--- src/rtl/cyc_csr_pkg.sv ---
// Package: shared constants and types of the cycle counter / timer compare block.
// Assumes 12-bit register addresses and a 32-bit register data path.
package cyc_csr_pkg;
    timeunit 1ns;
    timeprecision 1ps;

    localparam int unsigned CSR_ADDR_W = 12;
    localparam int unsigned CSR_DATA_W = 32;

    typedef logic [CSR_ADDR_W-1:0] csr_addr_t;

    // Address map; software depends on these values.
    localparam csr_addr_t ADDR_CNT_LO  = 12'hB00;
    localparam csr_addr_t ADDR_CNT_HI  = 12'hB80;
    localparam csr_addr_t ADDR_U_CYCLE = 12'hC00;
    localparam csr_addr_t ADDR_U_TIME  = 12'hC01;
    localparam csr_addr_t ADDR_U_INSTR = 12'hC02;
    localparam csr_addr_t ADDR_CMP     = 12'h7C0;

    // Read source selected by the address decoder.
    typedef enum logic [2:0] {
        SRC_NONE = 3'd0,
        SRC_LO   = 3'd1,
        SRC_HI   = 3'd2,
        SRC_CMP  = 3'd3,
        SRC_ZERO = 3'd4
    } rd_src_e;
endpackage

--- src/rtl/cyc_counter.sv ---
// Module: cyc_counter
// Two-word free-running cycle counter. The low word advances every clock,
// the high word advances on the edge at which the low word wraps.
// Assumes: synchronous active-low reset; no write access to either word.
module cyc_counter #(
    parameter int unsigned WORD_W = 32
) (
    input  logic              clk,
    input  logic              rst_n,
    output logic [WORD_W-1:0] lo_o,
    output logic [WORD_W-1:0] hi_o
);
    timeunit 1ns;
    timeprecision 1ps;

    logic [WORD_W-1:0] lo_q;
    logic [WORD_W-1:0] hi_q;
    logic              lo_wrap;

    // Carry out of the low word: it is all-ones and wraps on this edge.
    assign lo_wrap = &lo_q;

    // Low word: plus one every cycle.
    always_ff @(posedge clk) begin
        if (!rst_n) begin
            lo_q <= '0;
        end else begin
            lo_q <= lo_q + WORD_W'(1);
        end
    end

    // High word: plus one on the low-word carry only.
    always_ff @(posedge clk) begin
        if (!rst_n) begin
            hi_q <= '0;
        end else if (lo_wrap) begin
            hi_q <= hi_q + WORD_W'(1);
        end
    end

    assign lo_o = lo_q;
    assign hi_o = hi_q;
endmodule

--- src/rtl/cyc_compare.sv ---
// Module: cyc_compare
// One-shot timer comparator. A write stores the compare value, arms and
// clears the pending flag. While armed, equality with the zero-extended
// low counter word sets pending and disarms. A write wins over a match.
// Assumes: WORD_W <= DATA_W; synchronous active-low reset, leaves disarmed.
module cyc_compare #(
    parameter int unsigned WORD_W = 32,
    parameter int unsigned DATA_W = 32
) (
    input  logic              clk,
    input  logic              rst_n,
    input  logic              wr_hit_i,
    input  logic [DATA_W-1:0] wr_data_i,
    input  logic [WORD_W-1:0] cnt_lo_i,
    output logic [DATA_W-1:0] cmp_o,
    output logic              armed_o,
    output logic              pend_o
);
    timeunit 1ns;
    timeprecision 1ps;

    logic [DATA_W-1:0] cmp_q;
    logic              armed_q;
    logic              pend_q;
    logic              hit;

    // Equality of compare value and counter, counter zero-extended.
    assign hit = armed_q && (cmp_q == DATA_W'(cnt_lo_i));

    // Compare value: loaded by software writes only.
    always_ff @(posedge clk) begin
        if (!rst_n) begin
            cmp_q <= '0;
        end else if (wr_hit_i) begin
            cmp_q <= wr_data_i;
        end
    end

    // Arm and pending flags: write re-arms and clears, a hit fires once.
    always_ff @(posedge clk) begin
        if (!rst_n) begin
            armed_q <= 1'b0;
            pend_q  <= 1'b0;
        end else if (wr_hit_i) begin
            armed_q <= 1'b1;
            pend_q  <= 1'b0;
        end else if (hit) begin
            armed_q <= 1'b0;
            pend_q  <= 1'b1;
        end
    end

    assign cmp_o   = cmp_q;
    assign armed_o = armed_q;
    assign pend_o  = pend_q;
endmodule

--- src/rtl/cyc_rd_decode.sv ---
// Module: cyc_rd_decode
// Maps a register read address onto the source that supplies its data.
// Purely combinational. Assumes the address map in cyc_csr_pkg.
module cyc_rd_decode
    import cyc_csr_pkg::*;
(
    input  csr_addr_t addr_i,
    output rd_src_e   src_o
);
    timeunit 1ns;
    timeprecision 1ps;

    // Address to source lookup; unknown addresses read as none.
    always_comb begin
        unique case (addr_i)
            ADDR_CNT_LO, ADDR_U_CYCLE, ADDR_U_TIME: src_o = SRC_LO;
            ADDR_CNT_HI:                            src_o = SRC_HI;
            ADDR_CMP:                               src_o = SRC_CMP;
            ADDR_U_INSTR:                           src_o = SRC_ZERO;
            default:                                src_o = SRC_NONE;
        endcase
    end
endmodule

--- src/rtl/cycle_timer_csr.sv ---
// Module: cycle_timer_csr (top)
// Cycle counter registers with a one-shot timer compare and the
// timer-pending output. Reads are combinational on registered state,
// writes take effect at the clock edge. Only the compare address is writable.
// Assumes: WORD_W <= 32; synchronous active-low reset.
module cycle_timer_csr
    import cyc_csr_pkg::*;
#(
    parameter int unsigned WORD_W = 32
) (
    input  logic        clk,
    input  logic        rst_n,
    input  logic [11:0] rd_addr_i,
    output logic [31:0] rd_data_o,
    input  logic        wr_en_i,
    input  logic [11:0] wr_addr_i,
    input  logic [31:0] wr_data_i,
    output logic        mtip_o
);
    timeunit 1ns;
    timeprecision 1ps;

    localparam int unsigned XLEN = CSR_DATA_W;

    logic [WORD_W-1:0] cnt_lo;
    logic [WORD_W-1:0] cnt_hi;
    logic [XLEN-1:0]   cmp_val;
    logic              armed;
    logic              cmp_wr;
    rd_src_e           rd_src;

    // Write decode: only the compare register accepts writes.
    assign cmp_wr = wr_en_i && (wr_addr_i == ADDR_CMP);

    cyc_counter #(
        .WORD_W (WORD_W)
    ) u_cnt (
        .clk   (clk),
        .rst_n (rst_n),
        .lo_o  (cnt_lo),
        .hi_o  (cnt_hi)
    );

    cyc_compare #(
        .WORD_W (WORD_W),
        .DATA_W (XLEN)
    ) u_cmp (
        .clk       (clk),
        .rst_n     (rst_n),
        .wr_hit_i  (cmp_wr),
        .wr_data_i (wr_data_i),
        .cnt_lo_i  (cnt_lo),
        .cmp_o     (cmp_val),
        .armed_o   (armed),
        .pend_o    (mtip_o)
    );

    cyc_rd_decode u_dec (
        .addr_i (rd_addr_i),
        .src_o  (rd_src)
    );

    // Read data mux, counter words zero-extended.
    always_comb begin
        unique case (rd_src)
            SRC_LO:   rd_data_o = XLEN'(cnt_lo);
            SRC_HI:   rd_data_o = XLEN'(cnt_hi);
            SRC_CMP:  rd_data_o = cmp_val;
            default:  rd_data_o = '0;
        endcase
    end
endmodule

--- config.mk ---
export PLATFORM = sky130hd
export DESIGN_NAME = cycle_timer_csr
export DESIGN_NICKNAME = d
export VERILOG_FILES = /design/src/rtl/cyc_csr_pkg.sv /design/src/rtl/cyc_counter.sv /design/src/rtl/cyc_compare.sv /design/src/rtl/cyc_rd_decode.sv /design/src/rtl/cycle_timer_csr.sv
export SDC_FILE = /design/constraint.sdc
export NUM_CORES = 1
export LEC_CHECK = 0
export BUFFER_PORTS_ARGS = -buffer_cell sky130_fd_sc_hd__buf_2
export CAP_MARGIN = 0
export CORE_MARGIN = 5
export CORE_UTILIZATION = 40
export CTS_CLUSTER_DIAMETER = 150
export DETAILED_ROUTE_END_ITERATION = 10
export SYNTH_ARGS = -nofsm -noshare
export SYNTH_HDL_FRONTEND = slang
export SYNTH_SLANG_ARGS = --single-unit
--- constraint.sdc ---
create_clock -name clk -period 2.4 [get_ports clk]
set_clock_uncertainty 0.1 [all_clocks]
set_input_delay 0 -clock clk [delete_from_list [all_inputs] [get_ports clk]]
set_output_delay 0 -clock clk [all_outputs]
set_load 0.01 [all_outputs]
# Word level (Yosys, flattened, before mapping)
# Cells that the tools add are included.
# word_totals
reg_bits	98
in_bits	59
output_inout_bits	33
wordCells	29
# classes
n_addsub	2
n_eq_ne	11
n_mux	4
n_bitwise	1
n_reduce_logical	6
# ops
cell	n
one-hot mux 32 bit (3 select lines)	1
adder 32 x 1 -> 32 bit, second input constant	2
== test 12 bit, second input constant	5
== test 32 bit	1
AND reduction 32 bit	1
== test 12 x 11 -> 1 bit, second input constant	2
one-hot mux 3 bit (4 select lines)	1
== test 3 x 2 -> 1 bit, second input constant	2
== test 3 x 1 -> 1 bit, second input constant	1
OR reduction 3 bit	1
logical AND 1 bit	2
two-way mux 1 bit	2
nonzero test 2 bit	1
OR reduction 2 bit	1
NOT 1 bit	1

# Logic depth before layout (Yosys ltp)
# Gate-level depths: netlist of the first run.
# depth
depth_word	5
depth_mapped	10
ltp_nobuf	6

# Modules after synthesis
# Synthesis of the first run repeated with hierarchy kept, for this count alone.
# unflattened
hier_cells	636
area_unflattened_um2	5536.6
# modules_own_cells
mod	instances	cells_per_inst	area_per_inst_um2	seq_area_each_um2
cyc_counter	1	349	2947.8	1281.2
cyc_compare	1	154	1612.8	680.7
cycle_timer_csr	1	118	862.1	0.0
cyc_rd_decode	1	15	113.9	0.0

# Worst setup path after synthesis of the first run
# Ideal clock, no wire load.
# synth_timing
path_type	reg-to-reg
start	reg u_cnt.lo_q[0] (netlist: u_cnt.lo_o[0])
end	reg u_cnt.hi_q[27] (netlist: u_cnt.hi_o[27])
t_arrival_ps	2021
required_ps	2230
slack_ps	209
path_stages_with_launch	8
path_buffers	1
synth_period_minus_slack_ps	2191
cell_sequence	dfxtp_1 > ha_1 > nand4_1 > nor4_4 > nand3_4 > buf_6 > or4_1 > a21oi_1
# synth_between
elab_chain_len	1
# synth_rtl
element	line	text
start: declaration	cyc_counter.sv:16	logic [WORD_W-1:0] lo_q;
start signal: assignment	cyc_counter.sv:28	lo_q <= lo_q + WORD_W'(1);
AND reduction 32 bit	cyc_counter.sv:21	assign lo_wrap = &lo_q;
end signal: assignment	cyc_counter.sv:37	hi_q <= hi_q + WORD_W'(1);
end: declaration	cyc_counter.sv:17	logic [WORD_W-1:0] hi_q;
# Every way passes these cells.
# A chain may end at the register's enable or synchronous reset.

# Worst setup path in the final report of the first run
# layout_timing
start	reg u_cnt.lo_q[26] (netlist: u_cnt.lo_o[26])
end	reg u_cnt.hi_q[10] (netlist: u_cnt.hi_o[10])
# The elaborated chain is that of the path after synthesis.

==> reports/metrics.yaml, run 1 <==
status: "finished with violations"
violations: "DRC"
finalMaxSlewViolations: 0
crit_buf_inv: 0
syn_nets: 668
final_cells: 921
holdWs_ns: 0.190
grt_pass1_wl_microns: 26000
crit_path_max_fanout: 17
antenna_found_initial: 0
period_share_pct: 92.9
synth_cell_types: 45
placedCellCount: 870
vias: 5248
fp.dieW_microns: 124
powerDensity_nw_per_um2: 471
cts_root_buf: "clkbuf_16"
hold_viol: 0
synth_area_leaders: "dfxtp_1 (38%), xor2_1 (8.7%), a222oi_1 (6.1%)"
cpMaxStageDelayCell: "or4_1"
grt_pass1_vias: 4997
route.detailed.drc: 3
netlist_instances: 607
p_leak_nw: 2.89
hpwl_microns: 11700
yosysWarnings: 0
cpPeakStageDelay_ns: 0.54
hold_class: "in -> reg"
fin_tns_setup_ns: 0
critPathKind: "reg -> reg"
place_area_sq_um: 6000
cap_violations: 0
viasPerCell: 5.70
start_util_pct: 41.1
drt_wl_total_microns: 16300
end_kind: "flip-flop"
final_area_sq_um: 6640
synth_area_sq_um: 5210
ys_seq_area_share_pct: 37.7
dieArea_sq_um: 15400
grt_max_degree: 43
drt_iter0_drc: 478
setup_viol_count_final: 0
rsz0062_at_grt: "false"
yosysTopAreaCellShare_pct: 37.7
nets: 807
clock-sinks: 98
overflow: 0
area_delta_synth_final_pct: 27.6
startpoint_type: "flip-flop"
crit_family: "simple AND/OR/NAND/NOR gates"
worstMarginPinSlew_ns: 0.785
numCtsBuffers: 9
yosysTopAreaCell: "dfxtp_1"
fin_crit_ns: 2.23
vdd.ir_drop.worst_mv: 0.363
rows: 41
die_y_microns: 124
cts.path.max_buffers: 2
first_pass_iters: 11
cp_data_arrival_time_ns: 2.41
num_io_pins: 92
cts.htree.levels: 3
fmax_mhz: 449
syn_avg_cell_area_sq_um: 8.58
final_util_pct: 52.4
track_usage_pct: 21.8
portBuffers: 91
path_clk_slew_ns: 0.06
cts_tree: "done"
core_sq_um: 12700
crit_required_ns: 2.58
drive_gt1_share_pct: 22.9
relSlewSlack_pct: 47.6
routabilityCongestion: 0.902
crit_chain: "nand4_1 -> nor3_4 -> nand3_4 -> or4_1 -> a21oi_1"
ys_ff_latch: 98
postRouteAntennaNets: 0
insertion_delay_ns: 0.35
wl_per_cell_microns: 17.7
cell usage after synthesis (all sizes together):
master        n
inv          37
or4          10
ha            2
dlygate4sd1   1
dfxtp        98
nor4bb        1
nand4        28
nor3b         1
and4b         1
nand4b        2
buf          11
nor2         68
or2           1
o22ai         1
a32o          1
nand3b        1
o21a          2
a222oi       32
or3          21
xor2         52
nor3         10
nand2        34
o31ai        11
and2          5
and3          8
nor4         19
xnor2         9
a21oi        33
o21ai        20
nand3        17
nand2b        1
and4          7
clkbuf       30
mux2i        32
sequential cells by signal, indices dropped and copies added, names as in the netlist:
name / count
u_cmp.pend_o: 1
u_cnt.lo_o: 32
u_cnt.hi_o: 32
u_cmp.cmp_o: 32
u_cmp.armed_o: 1
cell type report:
| cell class | instances | area, sq um |
|---|---|---|
| diodes | 1 | 2.50 |
| repair buffers | 169 | 1150 |
| multi-input cells | 431 | 2920 |
| flip-flops and latches | 98 | 1960 |
| well taps | 172 | 215 |
| clock buffers | 13 | 260 |
| inverters | 37 | 139 |
| fillers | 1228 | 6030 |
power by group:
part	internal [W]	leakage [nW]	switching, W	total [W]
Sequential	0.00163	0.790	0.00000395	0.00163
Combinational	0.0000914	1.97	0.0000739	0.000165
Clock	0.000743	0.128	0.000583	0.00133
cell families after synthesis:
family          share of synthesized area, %
compound gates                          13.4
fa+ha+maj                              0.480
buf+inv                                 7.21
mux                                     6.15
flops                                   37.7
xor+xnor                                10.3
simple gates                            24.8
cells in the final DEF (no fill, tap or decap), types with 3 or more instances in the layout:
| cell type | count |
|---|---|
| dfxtp_1 | 97 |
| buf_2 | 91 |
| nor2_1 | 68 |
| xor2_1 | 52 |
| buf_4 | 43 |
| inv_1 | 36 |
| nand2_1 | 34 |
| a21oi_1 | 33 |
| dlygate4sd3_1 | 33 |
| a222oi_1 | 32 |
| mux2i_1 | 32 |
| nand4_1 | 27 |
| o21ai_0 | 20 |
| nand3_1 | 16 |
| nor4_1 | 15 |
| or3_1 | 13 |
| o31ai_1 | 11 |
| or4_1 | 10 |
| xnor2_1 | 9 |
| clkbuf_16 | 9 |
| and3_1 | 8 |
| or3_2 | 8 |
| nor3_1 | 6 |
| and4_1 | 6 |
| and2_1 | 4 |
| nor3_2 | 3 |
| nor4_2 | 3 |
path summary, 6_finish.rpt:
kind	start	to	slack, ns	cells past startpoint
setup / recovery	u_cnt.lo_o[26]$_SDFF_PN0_	u_cnt.hi_o[10]$_SDFFE_PN0P_	0.17	5
hold / removal	wr_addr_i[0]	u_cmp.armed_o$_SDFFE_PN0P_	0.19	7
setup reg to reg	u_cnt.lo_o[26]$_SDFF_PN0_	u_cnt.hi_o[10]$_SDFFE_PN0P_	0.17	5
hold reg to reg	u_cmp.armed_o$_SDFFE_PN0P_	u_cmp.armed_o$_SDFFE_PN0P_	0.36	2
per-layer routing:
metal | global-route usage, % | vias to the layer above | part of all wire [%]
li1 | - | 2496 | -
met1 | 29.6 | 2547 | 42
met2 | 35.3 | 180 | 48
met3 | 2.82 | 25 | 6.7
met4 | 8.56 | 0 | 2.4
met5 | 0 | - | 0
worst min-delay path, delay by kind of cell:
| kind | cells | cell delay, ns |
|---|---|---|
| AO/OA/AOI/OAI | 1 | 0.07 |
| buffers and inverters | 3 | 0.37 |
| AND/OR/NAND/NOR | 3 | 0.14 |
repair_timing:
item,in CTS,in global routing
resized for setup,0,3
endpoints found under the setup margin,0,21
buffers inserted,0,3
hold buffers,33,0
hold endpoints to repair,37,0
stage by stage:
| stage | power [W] | worst slack (ns) |
|---|---|---|
| after floorplan | 0.00172 | 0.209 |
| final | 0.00313 | 0.171 |
| after global placement | 0.00179 | 0.149 |
| after CTS | 0.00314 | 0.0587 |
| after global routing | 0.00322 | 0.00164 |
| after detailed placement | 0.00179 | 0.0787 |
Power figures use the tool's default switching activity.
==> run 2: changes to the inputs <==
--- a/config.mk
+++ b/config.mk
@@ -11,6 +11,8 @@
 export CORE_UTILIZATION = 40
 export CTS_CLUSTER_DIAMETER = 150
 export DETAILED_ROUTE_END_ITERATION = 10
+export MAX_ROUTING_LAYER = met4
+export PLACE_DENSITY = 0.57
 export SYNTH_ARGS = -nofsm -noshare
 export SYNTH_HDL_FRONTEND = slang
 export SYNTH_SLANG_ARGS = --single-unit
==> reports/metrics.yaml, run 2 (synthesized netlist as in run 1, its figures left out) <==
status: "finished, final reports clean"
antenna_found_initial: 0  # unchanged
finalMaxSlewViolations: 0  # unchanged
cts.htree.levels: 3  # unchanged
route.detailed.drc: 0  # -3
grt_pass1_vias: 4743  # -5.1%
hold_end: "u_cmp.armed_o$_SDFFE_PN0P_"
pre_cts_ws_ns: 0.0482  # -0.0304 ns
fin_ws_ns: 0.114  # -0.0569 ns
die_y_microns: 124  # unchanged
powerDensity_nw_per_um2: 505  # +7.3%
core_sq_um: 12700  # unchanged
overflow: 0  # unchanged
postRouteAntennaNets: 0  # unchanged
vias: 5152  # -1.8%
min_delay_path_depth: 7  # unchanged
setup_viol_count_final: 0  # unchanged
layout_common_cells: "dfxtp_1 (98), buf_2 (91), nor2_1 (68)"
dieArea_sq_um: 15400  # unchanged
wl_per_cell_microns: 18.2  # +2.3%
period_share_pct: 95.2  # +2.4 points
path_clk_slew_ns: 0.06  # about the same
cts_tree: "done"
multi_input_area_sq_um: 2920  # about the same
hold_viol: 0  # unchanged
start_util_pct: 41.1  # unchanged
numCtsBuffers: 9  # unchanged
seq_area_sq_um: 1960  # about the same
nets: 806  # -0.12%
rr_endpoint: "u_cnt.hi_o[25]$_SDFFE_PN0P_"
rrSetupSlack_ns: 0.11  # -0.06 ns
crit_path_max_fanout: 18  # +1
cap_violations: 0  # unchanged
cts_root_buf: "clkbuf_16"
viasPerCell: 5.59  # -1.8%
track_usage_pct: 22.3  # +0.43 points
worstMarginPinSlew_ns: 0.561  # -0.224 ns
portBuffers: 91  # unchanged
antenna_cells: 0  # -1
vdd.ir_drop.worst_mv: 0.303  # -16%
holdWs_ns: 0.187  # -0.00272 ns
insertion_delay_ns: 0.35  # about the same
hold_class: "in -> reg"
num_io_pins: 92  # unchanged
cts.path.max_buffers: 2  # unchanged
layout_commonest_cell: "dfxtp_1"
end_kind: "flip-flop"
crit_required_ns: 2.58  # about the same
fmax_mhz: 437  # -2.5%
p_leak_nw: 2.94  # +1.6%
cp_data_arrival_time_ns: 2.46  # +0.05 ns
grt_pass1_wl_microns: 25700  # -1.2%
rows: 41  # unchanged
startpoint_type: "flip-flop"
drt_iter0_drc: 678  # +42%
worstHoldStart: "wr_addr_i[0]"
grt_max_degree: 37  # -14%
critPathKind: "reg -> reg"
routabilityCongestion: 0.927  # +2.7%
r2r-start: "u_cnt.lo_o[0]$_SDFF_PN0_"
drive_gt1_share_pct: 22.7  # -0.16 points
n_fill_cell: 1184  # -3.6%
clock-sinks: 98  # unchanged
fp.dieW_microns: 124  # unchanged
drt_wl_total_microns: 16700  # +2.3%
fin_crit_ns: 2.29  # +0.0569 ns
relSlewSlack_pct: 62.2  # +15 points
reg2reg_depth: 7  # +2
first_pass_iters: 7  # -4
hpwl_microns: 11900  # +1.6%
area_delta_synth_final_pct: 28.6
[run 2: critical path: stages (launching register included)]
cell and delay (ns):
dfxtp_1 0.34, ha_1 0.21, nand4_1 0.17, nor4_4 0.32, buf_6 0.17, nand3_4 0.18, or4_1 0.56, a21oi_1 0.16
[run 2: routing by layer]
layer / track usage [%] / vias up / part of all wire [%]
met5: - / - / 0
met3: 3.18 / 24 / 5.5
li1: - / 2488 / -
met4: 7.32 / 0 / 2.0
met1: 30.1 / 2481 / 45
met2: 34.4 / 159 / 47
[run 2: what timing repair did]
action | 4_1_cts | 5_1_grt
resized for setup | 0 | 3
endpoints found under the setup margin | 0 | 21
hold endpoints to repair | 37 | 0
buffers inserted | 0 | 2
hold buffers | 33 | 0
[run 2: worst max-delay path by stage]
| stage | to | startpoint |
|---|---|---|
| after floorplan | u_cnt.hi_o[27]$_SDFFE_PN0P_ | u_cnt.lo_o[0]$_SDFF_PN0_ |
| after global placement | u_cnt.hi_o[20]$_SDFFE_PN0P_ | u_cnt.hi_o[0]$_SDFFE_PN0P_ |
| after detailed placement | u_cnt.hi_o[24]$_SDFFE_PN0P_ | u_cnt.hi_o[3]$_SDFFE_PN0P_ |
| after CTS | u_cnt.hi_o[24]$_SDFFE_PN0P_ | u_cnt.hi_o[3]$_SDFFE_PN0P_ |
| after global routing | u_cnt.hi_o[24]$_SDFFE_PN0P_ | u_cnt.hi_o[0]$_SDFFE_PN0P_ |
| final | u_cnt.hi_o[25]$_SDFFE_PN0P_ | u_cnt.lo_o[0]$_SDFF_PN0_ |
[run 2: per-stage QoR]
step	util [%]	setup TNS, ns	total power, W	cells	area, sq um
after detailed placement	47.4	0	0.00180	870	6000
after global routing	52.9	-0.0111	0.00347	921	6700
after CTS	52.5	0	0.00341	918	6660
after floorplan	-	0	0.00172	607	5210
final	52.9	0	0.00338	921	6700
after global placement	47.4	0	0.00179	870	6000
[run 2: layout make-up]
cell class | instances | area share, %
Timing Repair Buffer | 168 | 17.1
Clock inverter | 2 | 0.897
Tap cell | 172 | 3.21
Sequential cell | 98 | 29.3
Clock buffer | 13 | 3.88
Multi-Input combinational cell | 431 | 43.6
Inverter | 37 | 2.07
[run 2: where the power goes]
part	internal, W	switching (W)	leakage [nW]
combinational	0.0000936	0.0000763	1.99
clock	0.000966	0.000614	0.156
sequential	0.00163	0.00000262	0.789
==> run 3: changes to the inputs <==
--- a/config.mk
+++ b/config.mk
@@ -7,12 +7,15 @@
 export LEC_CHECK = 0
 export BUFFER_PORTS_ARGS = -buffer_cell sky130_fd_sc_hd__buf_2
 export CAP_MARGIN = 0
+export CELL_PAD_IN_SITES_DETAIL_PLACEMENT = 1
+export CELL_PAD_IN_SITES_GLOBAL_PLACEMENT = 1
 export CORE_MARGIN = 5
 export CORE_UTILIZATION = 40
 export CTS_CLUSTER_DIAMETER = 150
 export DETAILED_ROUTE_END_ITERATION = 10
 export MAX_ROUTING_LAYER = met4
-export PLACE_DENSITY = 0.57
+export PLACE_DENSITY = 0.74
+export SLEW_MARGIN = 15
 export SYNTH_ARGS = -nofsm -noshare
 export SYNTH_HDL_FRONTEND = slang
 export SYNTH_SLANG_ARGS = --single-unit
==> reports/metrics.yaml, run 3 (synthesized netlist as in run 1, its figures left out) <==
cpPeakStageDelay_ns: 0.42  # -0.14 ns
powerDensity_nw_per_um2: 508  # +0.60%
portBuffers: 91  # unchanged
period_share_pct: 95.5  # +0.23 points
start_util_pct: 41.1  # unchanged
path_clk_slew_ns: 0.07  # about the same
cts.path.max_buffers: 2  # unchanged
numCtsBuffers: 9  # unchanged
fmax_mhz: 436  # -0.24%
cts_root_buf: "clkbuf_16"
routabilityCongestion: 0.896  # -3.3%
crit_family: "simple AND/OR/NAND/NOR gates"
num_io_pins: 92  # unchanged
status: "finished, final reports clean"
rows: 41  # unchanged
layout_commonest_cell: "dfxtp_1"
crit_path_max_fanout: 8  # -10
cts_tree: "done"
vias: 5509  # +6.9%
crit_required_ns: 2.59  # about the same
first_pass_iters: 9  # +2
seq_area_sq_um: 1960  # about the same
setup_viol_count_final: 0  # unchanged
finalMaxSlewViolations: 0  # unchanged
drive_gt1_share_pct: 23.7  # +1.0 points
area_delta_synth_final_pct: 29.6
insertion_delay_ns: 0.36  # about the same
cpMaxStageDelayCell: "dfxtp_1"
fp.dieW_microns: 124  # unchanged
relSlewSlack_pct: 63.5  # +1.2 points
worstMarginPinSlew_ns: 0.543  # -0.0179 ns
multi_input_area_sq_um: 2940  # +0.69%
drt_wl_total_microns: 20200  # +21%
viasPerCell: 5.94  # +6.1%
hpwl_microns: 13300  # +11%
dieArea_sq_um: 15400  # unchanged
n_fill_cell: 1566  # +32%
route.detailed.drc: 0  # unchanged
pre_cts_ws_ns: -0.0604  # -0.109 ns
fin_ws_ns: 0.109  # -0.00559 ns
cts.htree.levels: 3  # unchanged
hold_viol: 0  # unchanged
die_y_microns: 124  # unchanged
fin_crit_ns: 2.29  # +0.00559 ns
crit_chain: "nand4_1 -> buf_4 -> or2_2 -> or3_1 -> or3_1 -> a21oi_1"
grt_pass1_vias: 5568  # +17%
antenna_found_initial: 1  # +1
r2r-start: "u_cnt.hi_o[6]$_SDFFE_PN0P_"
rrSetupSlack_ns: 0.11  # about the same
drt_iter0_drc: 574  # -15%
p_leak_nw: 2.95  # +0.56%
final_util_pct: 53.3  # +0.40 points
track_usage_pct: 27.1  # +4.8 points
overflow: 0  # unchanged
clock-sinks: 98  # unchanged
cp_data_arrival_time_ns: 2.48  # +0.02 ns
grt_max_degree: 54  # +46%
grt_pass1_wl_microns: 30800  # +20%
cpMostUsedCell: "or3_1"
holdWs_ns: 0.210  # +0.0228 ns
layout_common_cells: "dfxtp_1 (97), buf_2 (91), nor2_1 (68)"
crit_buf_inv: 1  # unchanged
critPathKind: "reg -> reg"
fin_tns_setup_ns: 0  # unchanged
worstHoldStart: "wr_addr_i[0]"
core_sq_um: 12700  # unchanged
vdd.ir_drop.worst_mv: 0.411  # +35%
cp-startpoint: "u_cnt.hi_o[6]$_SDFFE_PN0P_"
nets: 810  # +0.50%
startpoint_type: "flip-flop"
hold_class: "in -> reg"
postRouteAntennaNets: 0  # unchanged
wl_per_cell_microns: 21.7  # +20%
cap_violations: 0  # unchanged
end_kind: "flip-flop"
run 3: final timing paths:
path / end / depth (start not counted)
worst max register to register: u_cnt.hi_o[11]$_SDFFE_PN0P_ / 6
worst max-delay path: u_cnt.hi_o[11]$_SDFFE_PN0P_ / 6
worst min register to register: u_cmp.armed_o$_SDFFE_PN0P_ / 2
worst min-delay path: u_cmp.armed_o$_SDFFE_PN0P_ / 7
run 3: cell type report:
| cell class | count | area share, % |
|---|---|---|
| Antenna cell | 2 | 0.0741 |
| Clock buffer | 10 | 3.54 |
| Multi-Input combinational cell | 432 | 43.5 |
| Timing Repair Buffer | 171 | 17.2 |
| Clock inverter | 6 | 1.30 |
| Inverter | 37 | 2.06 |
| Tap cell | 172 | 3.19 |
| Sequential cell | 98 | 29.1 |
run 3: per-stage QoR:
stage               total power (W)  instance area [sq um]  cells
finish                      0.00343                   6750    928
global route                0.00354                   6750    927
CTS                         0.00345                   6690    921
detailed placement          0.00179                   6000    870
global placement            0.00179                   6000    870
floorplan                   0.00172                   5210    607
run 3: layer usage:
metal | track usage, % | part of all wire, % | vias up
li1 | - | - | 2507
met4 | 12.1 | 3.8 | 0
met1 | 33.6 | 41 | 2731
met5 | - | 0 | -
met3 | 4.54 | 5.8 | 54
met2 | 43.4 | 50 | 217
run 3: repair_timing:
action                                  CTS  global route
endpoints found under the setup margin    5            21
resized for setup                         1             4
endpoints found under the hold margin    37             0
pin swaps                                 0             3
cloned                                    1             1
setup buffers                             1             4
hold buffers                             33             0
run 3: power breakdown:
part	internal, W	switching [W]
clock network	0.000945	0.000678
logic	0.0000911	0.0000811
registers	0.00163	0.00000420
run 3: tightest hold or removal path: cells and delay by family:
kind	cells	cell delay, ns
buf+inv	3	0.38
compound gates	1	0.08
simple gates	3	0.15
